### src/rtl/tdq_pkg.sv
package tdq_pkg;
  localparam int DW    = 32;
  localparam int LEN_W = 16;
  localparam int FLG_OWN  = 0;
  localparam int FLG_SKIP = 2;
  localparam int FLG_IRQ  = 7;
  localparam int EXT_ZLP  = 5;

  typedef enum logic [2:0] {
    ST_IDLE, ST_FETCH, ST_CHECK, ST_DATA, ST_ZLP, ST_WB, ST_PARK
  } tdq_state_e;
endpackage

### src/rtl/tdq_csum.sv
module tdq_csum (
  input  logic [127:0] desc,
  output logic         ok
);
  logic [7:0] acc;
  always_comb begin
    acc = 8'd1;
    for (int i = 0; i < 16; i++) begin
      if (i == 0)      acc = acc + (desc[7:0] & 8'hFE);
      else if (i != 1) acc = acc + desc[8*i +: 8];
    end
    ok = (desc[15:8] == (8'hFF - acc));
  end
endmodule

### src/rtl/tdq_out_stage.sv
module tdq_out_stage #(
  parameter int DW = 32
) (
  input  logic          clk,
  input  logic          rst,
  input  logic          flush,
  input  logic          load,
  input  logic [DW-1:0] ld_data,
  input  logic          ld_last,
  input  logic          ld_zlp,
  input  logic          ready,
  output logic          valid,
  output logic [DW-1:0] data,
  output logic          last,
  output logic          zlp
);
  always_ff @(posedge clk) begin
    if (rst || flush) begin
      valid <= 1'b0;
      data  <= '0;
      last  <= 1'b0;
      zlp   <= 1'b0;
    end else if (load) begin
      valid <= 1'b1;
      data  <= ld_data;
      last  <= ld_last;
      zlp   <= ld_zlp;
    end else if (valid && ready) begin
      valid <= 1'b0;
    end
  end
endmodule

### src/rtl/tdq_engine.sv
module tdq_engine #(
  parameter int ADDR_W = 12
) (
  input  logic                  clk,
  input  logic                  rst,
  input  logic                  q_start,
  input  logic [ADDR_W-1:0]     q_start_addr,
  input  logic                  q_stop,
  input  logic                  q_resume,
  input  logic                  zlp_en,
  output logic                  q_active,
  output logic [ADDR_W-1:0]     q_cur_ptr,
  output logic                  evt_done,
  output logic                  evt_cs_err,
  output logic                  evt_len_err,
  output logic                  mem_req,
  output logic                  mem_we,
  output logic [ADDR_W-3:0]     mem_addr,
  output logic [tdq_pkg::DW-1:0] mem_wdata,
  input  logic [tdq_pkg::DW-1:0] mem_rdata,
  output logic                  pkt_valid,
  input  logic                  pkt_ready,
  output logic [tdq_pkg::DW-1:0] pkt_data,
  output logic                  pkt_last,
  output logic                  pkt_zlp
);
  import tdq_pkg::*;

  localparam int WA_W = ADDR_W - 2;
  localparam int WC_W = LEN_W - 1;
  localparam int NWD  = 4;

  tdq_state_e        state;
  logic [DW-1:0]     desc [NWD];
  logic [2:0]        iss_cnt;
  logic [1:0]        cap_cnt;
  logic              rd_pend;
  logic              rd_busy;
  logic [WA_W-1:0]   buf_wa;
  logic [WC_W-1:0]   words_left;
  logic [LEN_W-1:0]  sent_len;
  logic              need_zlp;
  logic              wb_step;
  logic              cs_ok;
  logic [LEN_W-1:0]  req_len;
  logic [LEN_W:0]    wcnt_full;
  logic [7:0]        flags;
  logic              ld_word;
  logic              ld_zlp_beat;

  assign flags     = desc[0][7:0];
  assign req_len   = desc[3][LEN_W-1:0];
  assign wcnt_full = ({1'b0, req_len} + (LEN_W+1)'(3)) >> 2;

  tdq_csum u_csum (
    .desc ({desc[3], desc[2], desc[1], desc[0]}),
    .ok   (cs_ok)
  );

  assign ld_word     = (state == ST_DATA) && rd_pend;
  assign ld_zlp_beat = (state == ST_ZLP) && !pkt_valid && !q_stop;

  tdq_out_stage #(.DW(DW)) u_out (
    .clk     (clk),
    .rst     (rst),
    .flush   (q_stop),
    .load    (ld_word || ld_zlp_beat),
    .ld_data (ld_word ? mem_rdata : '0),
    .ld_last (ld_zlp_beat || (words_left == '0)),
    .ld_zlp  (ld_zlp_beat),
    .ready   (pkt_ready),
    .valid   (pkt_valid),
    .data    (pkt_data),
    .last    (pkt_last),
    .zlp     (pkt_zlp)
  );

  always_ff @(posedge clk) begin
    if (rst) begin
      state       <= ST_IDLE;
      q_active    <= 1'b0;
      q_cur_ptr   <= '0;
      evt_done    <= 1'b0;
      evt_cs_err  <= 1'b0;
      evt_len_err <= 1'b0;
      mem_req     <= 1'b0;
      mem_we      <= 1'b0;
      mem_addr    <= '0;
      mem_wdata   <= '0;
      iss_cnt     <= '0;
      cap_cnt     <= '0;
      rd_pend     <= 1'b0;
      rd_busy     <= 1'b0;
      buf_wa      <= '0;
      words_left  <= '0;
      sent_len    <= '0;
      need_zlp    <= 1'b0;
      wb_step     <= 1'b0;
      for (int i = 0; i < NWD; i++) desc[i] <= '0;
    end else begin
      evt_done    <= 1'b0;
      evt_cs_err  <= 1'b0;
      evt_len_err <= 1'b0;
      mem_req     <= 1'b0;
      mem_we      <= 1'b0;
      rd_pend     <= mem_req && !mem_we;
      if (q_stop) begin
        state    <= ST_IDLE;
        q_active <= 1'b0;
        rd_pend  <= 1'b0;
        rd_busy  <= 1'b0;
      end else begin
        case (state)
          ST_IDLE: begin
            if (q_start) begin
              q_cur_ptr <= q_start_addr;
              q_active  <= 1'b1;
              iss_cnt   <= '0;
              cap_cnt   <= '0;
              state     <= ST_FETCH;
            end
          end
          ST_FETCH: begin
            if (iss_cnt < 3'(NWD)) begin
              mem_req  <= 1'b1;
              mem_addr <= q_cur_ptr[ADDR_W-1:2] + WA_W'(iss_cnt);
              iss_cnt  <= iss_cnt + 3'd1;
            end
            if (rd_pend) begin
              desc[cap_cnt] <= mem_rdata;
              cap_cnt       <= cap_cnt + 2'd1;
              if (cap_cnt == 2'(NWD-1)) state <= ST_CHECK;
            end
          end
          ST_CHECK: begin
            need_zlp <= zlp_en && desc[0][16+EXT_ZLP];
            buf_wa   <= desc[2][ADDR_W-1:2];
            wb_step  <= 1'b0;
            if (!flags[FLG_OWN]) begin
              state <= ST_PARK;
            end else if (!cs_ok) begin
              evt_cs_err <= 1'b1;
              state      <= ST_PARK;
            end else if (flags[FLG_SKIP]) begin
              sent_len <= '0;
              state    <= ST_WB;
            end else if (req_len == '0) begin
              evt_len_err <= 1'b1;
              state       <= ST_PARK;
            end else begin
              sent_len   <= req_len;
              words_left <= wcnt_full[WC_W-1:0];
              rd_busy    <= 1'b0;
              state      <= ST_DATA;
            end
          end
          ST_DATA: begin
            if (rd_pend) begin
              rd_busy <= 1'b0;
              if (words_left == '0) state <= need_zlp ? ST_ZLP : ST_WB;
            end else if (!rd_busy && !pkt_valid) begin
              mem_req    <= 1'b1;
              mem_addr   <= buf_wa;
              buf_wa     <= buf_wa + WA_W'(1);
              words_left <= words_left - WC_W'(1);
              rd_busy    <= 1'b1;
            end
          end
          ST_ZLP: begin
            if (!pkt_valid) state <= ST_WB;
          end
          ST_WB: begin
            mem_req <= 1'b1;
            mem_we  <= 1'b1;
            if (!wb_step) begin
              mem_addr  <= q_cur_ptr[ADDR_W-1:2] + WA_W'(3);
              mem_wdata <= {sent_len, req_len};
              wb_step   <= 1'b1;
            end else begin
              mem_addr  <= q_cur_ptr[ADDR_W-1:2];
              mem_wdata <= {desc[0][DW-1:8], flags[7:1], 1'b0};
              evt_done  <= flags[FLG_IRQ];
              q_cur_ptr <= {desc[1][ADDR_W-1:2], 2'b00};
              iss_cnt   <= '0;
              cap_cnt   <= '0;
              state     <= ST_FETCH;
            end
          end
          ST_PARK: begin
            if (q_resume) begin
              iss_cnt <= '0;
              cap_cnt <= '0;
              state   <= ST_FETCH;
            end
          end
          default: state <= ST_IDLE;
        endcase
      end
    end
  end
endmodule

### config.mk
export PLATFORM = sky130hd
export DESIGN_NAME = tdq_engine
export DESIGN_NICKNAME = d
export VERILOG_FILES = /design/src/rtl/tdq_pkg.sv /design/src/rtl/tdq_csum.sv /design/src/rtl/tdq_out_stage.sv /design/src/rtl/tdq_engine.sv
export SDC_FILE = /design/constraint.sdc
export NUM_CORES = 1
export LEC_CHECK = 0
export CORE_AREA = 2 2 248 250
export DETAILED_ROUTE_END_ITERATION = 7
export DIE_AREA = 0 0 250 252
export RECOVER_POWER = 50
export SLEW_MARGIN = 20
export SYNTH_ARGS = -nofsm -noshare
export SYNTH_HDL_FRONTEND = slang
export SYNTH_SLANG_ARGS = --single-unit
### constraint.sdc
create_clock -name clk -period 8.9 [get_ports clk]
set_input_delay 1.78 -clock clk [delete_from_list [all_inputs] [get_ports clk]]
set_output_delay 1.78 -clock clk [all_outputs]
set_load 0.01 [all_outputs]
==> After elaboration in Yosys (flattened, before gate mapping) <==
Memory sizes are Yosys's and may differ from the RTL's.
Index checks and enable logic that the tools add are counted.
{ "word_totals": {"n_memories": 1, "inputBits": 51, "output_inout_bits": 95, "word_cells": 193, "ff_bits": 148, "mem_bits_rw": 128} }
{ "memory_table": {"columns": ["memory", "depth", "width", "read_ports", "rd_clocked_by_memory_dff", "wr", "line_no", "rtl"], "rows": [
  ["desc", 4, 32, 4, 0, 4, "tdq_engine.sv:34", "logic [DW-1:0] desc [NWD];"]
]} }
{ "op_classes": {"n_lt_le_gt_ge": 1, "mux": 73, "addsub": 23, "n_eq_ne": 25, "reduce_logical": 41, "bitwise_logic": 6} }
{ "op_table": {"columns": ["op", "n"], "rows": [
  ["adder 8 bit", 14],
  ["2-to-1 mux 32 bit", 3],
  ["2-to-1 mux 15 bit", 6],
  ["2-to-1 mux 10 bit", 6],
  ["2-to-1 mux 3 bit", 16],
  ["2-to-1 mux 16 bit", 2],
  ["OR reduction 32 bit", 1],
  ["one-hot mux 10 bit (3 select lines)", 1],
  ["one-hot mux 15 bit (2 select lines)", 1],
  ["!= test 2 bit, second input constant", 14],
  ["2-to-1 mux 12 bit", 2],
  ["one-hot mux 12 bit (2 select lines)", 1],
  ["2-to-1 mux 1 bit", 23],
  ["one-hot mux 3 bit (7 select lines)", 1],
  ["one-hot mux 10 bit (2 select lines)", 1],
  ["AND reduction 6 bit", 3],
  ["adder 16 x 2 -> 17 bit, second input constant", 1],
  ["logical NOT 16 bit", 1],
  ["AND reduction 8 bit", 2],
  ["logical NOT 15 bit", 1],
  ["subtractor 15 x 1 -> 15 bit, second input constant", 1],
  ["one-hot mux 3 bit (4 select lines)", 1],
  ["adder 10 x 1 -> 10 bit, second input constant", 1],
  ["adder 10 x 2 -> 10 bit, second input constant", 1],
  ["other kinds (31)", 65]
]} }

==> Logic depth before layout (Yosys ltp) <==
Gate-level depths: netlist of run 1.
An unclocked memory read counts as a cell.
{ "logic_depth": {"ltp_word": 21, "mapped_depth": 22, "depth_no_buf": 20} }

==> Modules after synthesis <==
Synthesis of run 1 repeated with hierarchy kept, for this count alone.
{ "hier_totals": {"cells_unflattened": 1561, "hier_area_um2": 15638.7} }
{ "modules_own_cells": {"columns": ["mod", "instances", "area_each_um2", "cells_each", "seq_area_each_um2"], "rows": [
  ["tdq_engine", 1, 11307.1, 1106, 6105.9],
  ["tdq_csum", 1, 3037.9, 340, 0.0],
  ["tdq_out_stage", 1, 1293.7, 115, 700.7]
]} }

==> Worst setup path after synthesis of run 1 <==
OpenSTA, ideal clock, no wires.
{ "synth_path": {"path_type": "register to register", "startpoint": "mem desc[3][1]", "endpoint": "reg words_left[7]", "slack_ns": 3.001, "setup_ns": 0.117, "n_path_buf": 0, "t_required_ns": 8.783, "period_less_slack_ns": 5.899, "arrival_ns": 5.782, "stages_incl_launch_ff": 19, "path_cell_list": "edfxtp_1 > inv_1 > fa_1 > inv_1 > fa_1 > fa_1 > fa_1 > fa_1 > fa_1 > inv_1 > ha_1 > a211oi_1 > o21ai_0 > a21oi_1 > o21ai_0 > xnor2_2 > o31a_1 > or3_1 > a32o_1"} }
{ "synth_rtl": {"columns": ["item", "line_no", "rtl"], "rows": [
  ["start: declaration", "tdq_engine.sv:34", null],
  ["end signal: assignment", "tdq_engine.sv:152", "words_left <= wcnt_full[WC_W-1:0];"],
  ["end signal: assignment", "tdq_engine.sv:165", "words_left <= words_left - WC_W'(1);"],
  ["end: declaration", "tdq_engine.sv:40", "logic [WC_W-1:0] words_left;"]
]} }

==> impl_metrics.tcl, run 1 <==
set metrics [dict create \
    start_util 0.249 \
    net-switching-power_uw 1490 \
    die_h_um 252 \
    synthCells 1486 \
    track_usage 0.145 \
    synth_most_common_cell "inv_1" \
    viasPerCell 4.66 \
    min_from "mem_wdata[0]" \
    startpoint_type "register" \
    cp_max_fo 22 \
    reg2reg_setup_slack_ps 2100 \
    synth-adder-area-share 0.133 \
    required_ps 9420 \
    failed_checks "capacitance limit, slew limit" \
    ys_ff_latch 276 \
    grt.busiest_layer "met2" \
    syn_to_final_growth_pct 22.3 \
    synth_async_sr_flop_share 0 \
    crit_top_cell "fa_1" \
    holdPathStages 2 \
    dp_hpwl_mm 34.6 \
    cts_root_buf "clkbuf_16" \
    clock_latency_ps 580 \
    drt_iter0_drc 946 \
    outcome "finished, violations left" \
    core_mm2 0.0601 \
    synth_common_cells "inv_1 (188), nor2_1 (175), dfxtp_1 (148)" \
    use_met3 0.0174 \
    use_met2 0.234 \
    p_leak_uw 0.00704 \
    ctsLongestPathBuffers 3 \
    die_area_mm2 0.0630 \
    period_share 0.763 \
    grt-ovfl-total 0 \
    yosys.area.top_type "edfxtp_1" \
    synth-edff-count 128 \
    fill_cells 6297 \
    synth_xor_xnor_area_share 0.0367 \
    layout-drive-gt1-share 0.0505 \
    synthSimpleGateAreaFrac 0.157 \
    internal-power_uw 2900 \
    finalPower_uw 4390 \
    cts.sinks 276 \
    ant_nets 0 \
    yosysUniqueCellTypes 64 \
    io_buffer_count 145 \
    grt_pass1_wl_mm 70.3 \
    synth-main-ff-cell "dfxtp_1" \
    met1_usage 0.205 \
    crit_arrival_ps 7320 \
    fin_skew_ps 12.0 \
    synth_area_leaders "edfxtp_1 (26%), dfxtp_1 (20%), fa_1 (11%)" \
    min_period_ps 6800 \
    post_cts_buffers 0 \
    synth_mux_area_frac 0.0322 \
    crit_path_end_kind "register" \
    max_freq_mhz 147 \
    syn_area_mm2 0.0149 \
    final_hold_viol_count 0 \
    p_comb_frac 0.382 \
    setup_tns_ps 0 \
    synth-compound-area-share 0.117 \
    synth_nets 1645 \
    timing.rr.start "desc[0][2]" \
    cts_hold_buffers 0 \
    power.share.sequential 0.315 \
    power_density_mw_per_mm2 240 \
    tightest_slew_ps 3910 \
    ios 146 \
    crit_slowest_cell "edfxtp_1" \
    antenna_found_initial 1 \
    gp_congestion 0.913 \
    die_w_um 250 \
    cts_tree "built" \
    synth_top_family_by_area "simple AND/OR/NAND/NOR gates" \
    path_cells "ha_1 > fa_1 > fa_1 > fa_1 > fa_1 > fa_1 > inv_1 > ha_1 > nor2b_1 > o21ai_0 > a21oi_1 > and4b_1 > nand4b_1 > o31a_1 > nor2_1 > a41o_1" \
    synth_seq_area_share 0.455 \
    crit_type "register to register" \
    grt_max_degree 83 \
    whs_endpoint "mem_wdata[0]" \
    synth.top_cell.area_share 0.257 \
    placed_cells 2350 \
    rsz0062_at_grt "false" \
    h-tree-depth 1 \
    dr.pass1.iters 5 \
    synth_warnings 0 \
    wl_per_cell_um 19.1 \
    worst_path_largest_cell_delay_ps 860 \
    nets 1759 \
    layoutNonFillerInstCount 2407 \
    cts_resized 0 \
    clkTransAtPathRegs_ps 70 \
    reg2reg_to "words_left[12]" \
    drc 0 \
    reg2reg_depth 16 \
    hold_class "register to register" \
    cap_viol_max_count 6 \
    slew-limit-headroom -1.60 \
    vias 11200 \
    cts_buffers 30 \
    wl_mm 46.1 \
    num_rows 90 \
    power.share.switching 0.340 \
    grt_pass1_vias 11300 \
    final_max_slew_viol_count 278 \
    ir_worst_vdd_mv 0.306 \
    setup_violations 0 \
    syn_avg_cell_area_um2 10.1 \
    pwr-share-clk 0.304 \
]
[worst max-delay path, delay by kind of cell (launching register included)]
| family | cells | cell delay [ps] |
|---|---|---|
| compound gates | 4 | 1100 |
| simple gates | 4 | 1400 |
| buf+inv | 1 | 50 |
| fa+ha+maj | 7 | 3320 |
| flops | 1 | 860 |
[sequential cells by signal, indices dropped and copies added (netlist names), 2 cells and up]
register / cells
desc: 128
cap_cnt: 2
state: 3
mem_addr: 10
sent_len: 16
words_left: 15
iss_cnt: 3
mem_wdata: 32
q_cur_ptr: 12
buf_wa: 10
u_out.data: 32
[layer usage]
layer	routed length, µm	part of all wire
met5	0	0
met4	1080	0.024
met3	2610	0.057
met2	21200	0.46
met1	21200	0.46
[power groups by stage]
stage	Sequential, µW	Clock, µW	Combinational (µW)
floorplan	1390	0	1320
global placement	1410	0	1650
detailed placement	1410	0	1680
CTS	1380	1360	1680
global route	1380	1410	1880
finish	1380	1330	1670
[cell usage in the layout, fill, tap and decap left out, types with 12 or more instances in the layout]
cell type,count
nor2_1,171
nand3_1,21
dlygate4sd3_1,96
a22oi_1,39
a32o_1,12
dfxtp_1,147
edfxtp_1,128
mux2i_1,47
xor2_1,12
a21oi_1,57
a211oi_1,48
ha_1,24
nand2_1,60
inv_1,188
a311oi_1,12
and2_1,123
nor3_1,21
fa_1,84
xnor2_1,41
o21ai_0,34
clkdlybuf4s50_1,48
clkbuf_16,33
[stage by stage]
step | worst slack [ps] | area [µm²] | utilization | hold slack (ps)
global placement | 2220 | 17300 | 0.287 | 452
finish | 2100 | 18300 | 0.304 | 453
CTS | 2110 | 18300 | 0.305 | 458
floorplan | 3000 | 14900 | - | 444
detailed placement | 2160 | 17300 | 0.287 | 451
global route | 1740 | 18300 | 0.304 | 495
[area by class of cell]
type | count | area, µm² | area share
Sequential cell | 276 | 6810 | 0.373
Timing Repair Buffer | 162 | 1550 | 0.0848
Tap cell | 782 | 978 | 0.0535
Inverter | 190 | 713 | 0.0390
Clock inverter | 17 | 180 | 0.00986
Multi-Input combinational cell | 940 | 7170 | 0.393
Clock buffer | 39 | 868 | 0.0475
Antenna cell | 1 | 2.50 | 0.000137
[worst max path at each step]
stage,start,endpoint,cells after the start
floorplan,desc[3][1],words_left[7],18
global placement,desc[0][2],words_left[12],16
detailed placement,desc[0][2],words_left[12],16
CTS,desc[0][2],words_left[12],16
global route,desc[0][2],words_left[12],16
finish,desc[0][2],words_left[12],16
[kinds of logic after synthesis]
group / Yosys count
AO/OA/AOI/OAI: 254
XOR/XNOR: 57
adder cells (fa/ha/maj): 108
buffers and inverters: 270
flip-flops: 276
multiplexers: 48
AND/OR/NAND/NOR: 473
No activity file was read; power rests on OpenSTA's default activity.
==> run 2, diff against run 1 <==
==> constraint.sdc (replaced) <==
create_clock -name clk -period 6.35 [get_ports clk]
set_input_delay 1.27 -clock clk [delete_from_list [all_inputs] [get_ports clk]]
set_output_delay 1.27 -clock clk [all_outputs]
set_load 0.01 [all_outputs]
==> run 2 against run 1 <==
The flow still finishes with violations (capacitance limit, slew limit). Largest cell class unchanged. First-iteration DRC count decreased by 16%. Register-to-register slack got worse by 1900 ps. Die area unchanged. Highest routed layer is now met5. Cell count increased by 1.7%. Flip-flop and latch count unchanged.
==> impl_metrics.tcl, run 2 (synthesis gave the netlist of run 1 again) <==
set metrics [dict create \
    outcome "finished, violations left" \
    failed_checks "capacitance limit, slew limit" \
    fill_cells 6211 \
    clkTransAtPathRegs_ps 60 \
    p_leak_uw 0.00720 \
    regMostFlops "desc" \
    grt_pass1_vias 11300 \
    die_area_mm2 0.0630 \
    start_util 0.249 \
    power.share.sequential 0.294 \
    crit_top_cell "fa_1" \
    track_usage 0.148 \
    h-tree-depth 1 \
    pwr-share-clk 0.278 \
    wl_per_cell_um 19.5 \
    crit_buf_inv 3 \
    layout-drive-gt1-share 0.0703 \
    crit_path_end_kind "register" \
    setup_tns_ps 0 \
    max_freq_mhz 164 \
    startpoint_type "register" \
    layoutNonFillerInstCount 2447 \
    crit_arrival_ps 6580 \
    grt_pass1_wl_mm 71.3 \
    ant_nets 0 \
    cap_viol_max_count 5 \
    crit_slowest_cell "fa_1" \
    hold_class "register to register" \
    largest_register_ffs 128 \
    power.share.switching 0.340 \
    top_regs "desc: 128 flops, mem_wdata: 32 flops, u_out.data: 32 flops" \
    vias 11300 \
    cts_tree "built" \
    final_hold_viol_count 0 \
    cts.sinks 276 \
    die_w_um 250 \
    setup_violations 0 \
    final_max_slew_viol_count 214 \
    clock_latency_ps 590 \
    cts_hold_buffers 0 \
    die_h_um 252 \
    dr.pass1.iters 5 \
    crit_type "register to register" \
    drt_iter0_drc 799 \
    required_ps 6820 \
    routed.top_layer "met5" \
    power_density_mw_per_mm2 353 \
    ctsLongestPathBuffers 3 \
    viasPerCell 4.63 \
    fin_skew_ps 17.4 \
    met1Wirelength_mm 21.5 \
    crit_family "adder cells" \
    placed_cells 2383 \
    antenna_found_initial 2 \
    multi_input_area_mm2 0.00718 \
    cts_root_buf "clkbuf_16" \
    nets 1798 \
    internal-power_uw 4330 \
    reg2reg_setup_slack_ps 240 \
    ff_latch_area_mm2 0.00681 \
    drc 0 \
    cts_buffers 31 \
    rsz0062_at_grt "false" \
    core_mm2 0.0601 \
    dp_hpwl_mm 35.8 \
    path_cells "inv_1 > fa_1 > inv_1 > fa_1 > fa_1 > fa_1 > fa_1 > fa_1 > inv_1 > ha_1 > nor2b_1 > o31a_1 > o21ai_1 > a21oi_1 > nand4b_1 > o31a_1 > or3_1 > a32o_1" \
    worst_path_largest_cell_delay_ps 550 \
    grt-ovfl-total 0 \
    ios 146 \
    wl_met2_mm 22.1 \
    syn_to_final_growth_pct 24.1 \
    period_share 0.962 \
    p_comb_frac 0.428 \
    io_buffer_count 145 \
    grt_max_degree 68 \
    ir_worst_vdd_mv 0.441 \
    slew-limit-headroom -0.820 \
    wl_mm 47.8 \
    mostFrequentLayoutCells "inv_1 (188), nor2_1 (170), dfxtp_1 (147)" \
    gp_congestion 0.898 \
    cp_max_fo 8 \
    tightest_slew_ps 2730 \
    net-switching-power_uw 2230 \
    num_rows 90 \
    wl_met3_mm 3.05 \
    min_period_ps 6110 \
    layout_commonest_cell "inv_1" \
    post-route-util 0.308 \
]
==> run 2: cell types whose count changed in the layout (fill, tap and decap cells not counted), moves of 3 or more <==
cell | previous run | this run
buf_4 | 11 | 46
clkbuf_1 | 11 | 16
clkinv_4 | 3 | 0
o21ai_0 | 34 | 31
o21ai_1 | 0 | 3
==> run 2: final timing paths <==
| check | startpoint | end | cells past startpoint |
|---|---|---|---|
| setup reg to reg | desc[3][2] | words_left[8] | 18 |
| hold / removal | mem_wdata[0] | mem_wdata[0] | 2 |
| hold reg to reg | mem_wdata[0] | mem_wdata[0] | 2 |
| setup / recovery | desc[3][2] | words_left[8] | 18 |
==> run 2: power groups by stage <==
stage | logic, µW | clock network [µW] | registers (µW)
after detailed placement | 2740 | 0 | 1960
after global placement | 2700 | 0 | 1960
final | 2800 | 1830 | 1930
after global routing | 3090 | 1930 | 1930
after CTS | 2760 | 1860 | 1930
after floorplan | 1850 | 0 | 1950
==> run 2: what timing repair did <==
item                                    in CTS  in global routing
endpoints found under the setup margin      12                 35
resized for setup                            1                  6
setup buffers                                0                  5
pin swaps                                    0                 12
==> run 2: worst reg2reg max path, cell delays in order (launching register included) <==
cell      delay, ps
edfxtp_1        390
inv_1           120
fa_1            550
inv_1            60
fa_1            470
fa_1            540
fa_1            440
fa_1            520
fa_1            550
inv_1            40
ha_1            330
nor2b_1         160
o31a_1          230
o21ai_1         160
a21oi_1          80
nand4b_1        240
o31a_1          460
or3_1           380
a32o_1          260
==> run 2: stage by stage <==
stage / setup slack, ps / power, µW / instance area, µm² / hold WS [ps]
2_1_floorplan: 451 / 3800 / 14900 / 444
6_report: 244 / 6560 / 18600 / 461
5_1_grt: 17.7 / 6950 / 18500 / 490
3_3_place_gp: 40.8 / 4660 / 17500 / 455
4_1_cts: 31.9 / 6550 / 18600 / 470
3_5_place_dp: -183 / 4700 / 17500 / 464
==> run 2: final cells by class <==
cell class,count,area share
multi-input cells,940,0.387
flip-flops and latches,276,0.367
repair buffers,200,0.100
well taps,782,0.0527
clock buffers,45,0.0482
inverters,190,0.0384
clock inverters,13,0.00661
diodes,1,0.000135
==> run 2: metal layers <==
metal,vias up,global-route usage
met1,5579,0.201
li1,5328,-
met5,-,0
met2,363,0.244
met4,2,0.0407
met3,60,0.0264
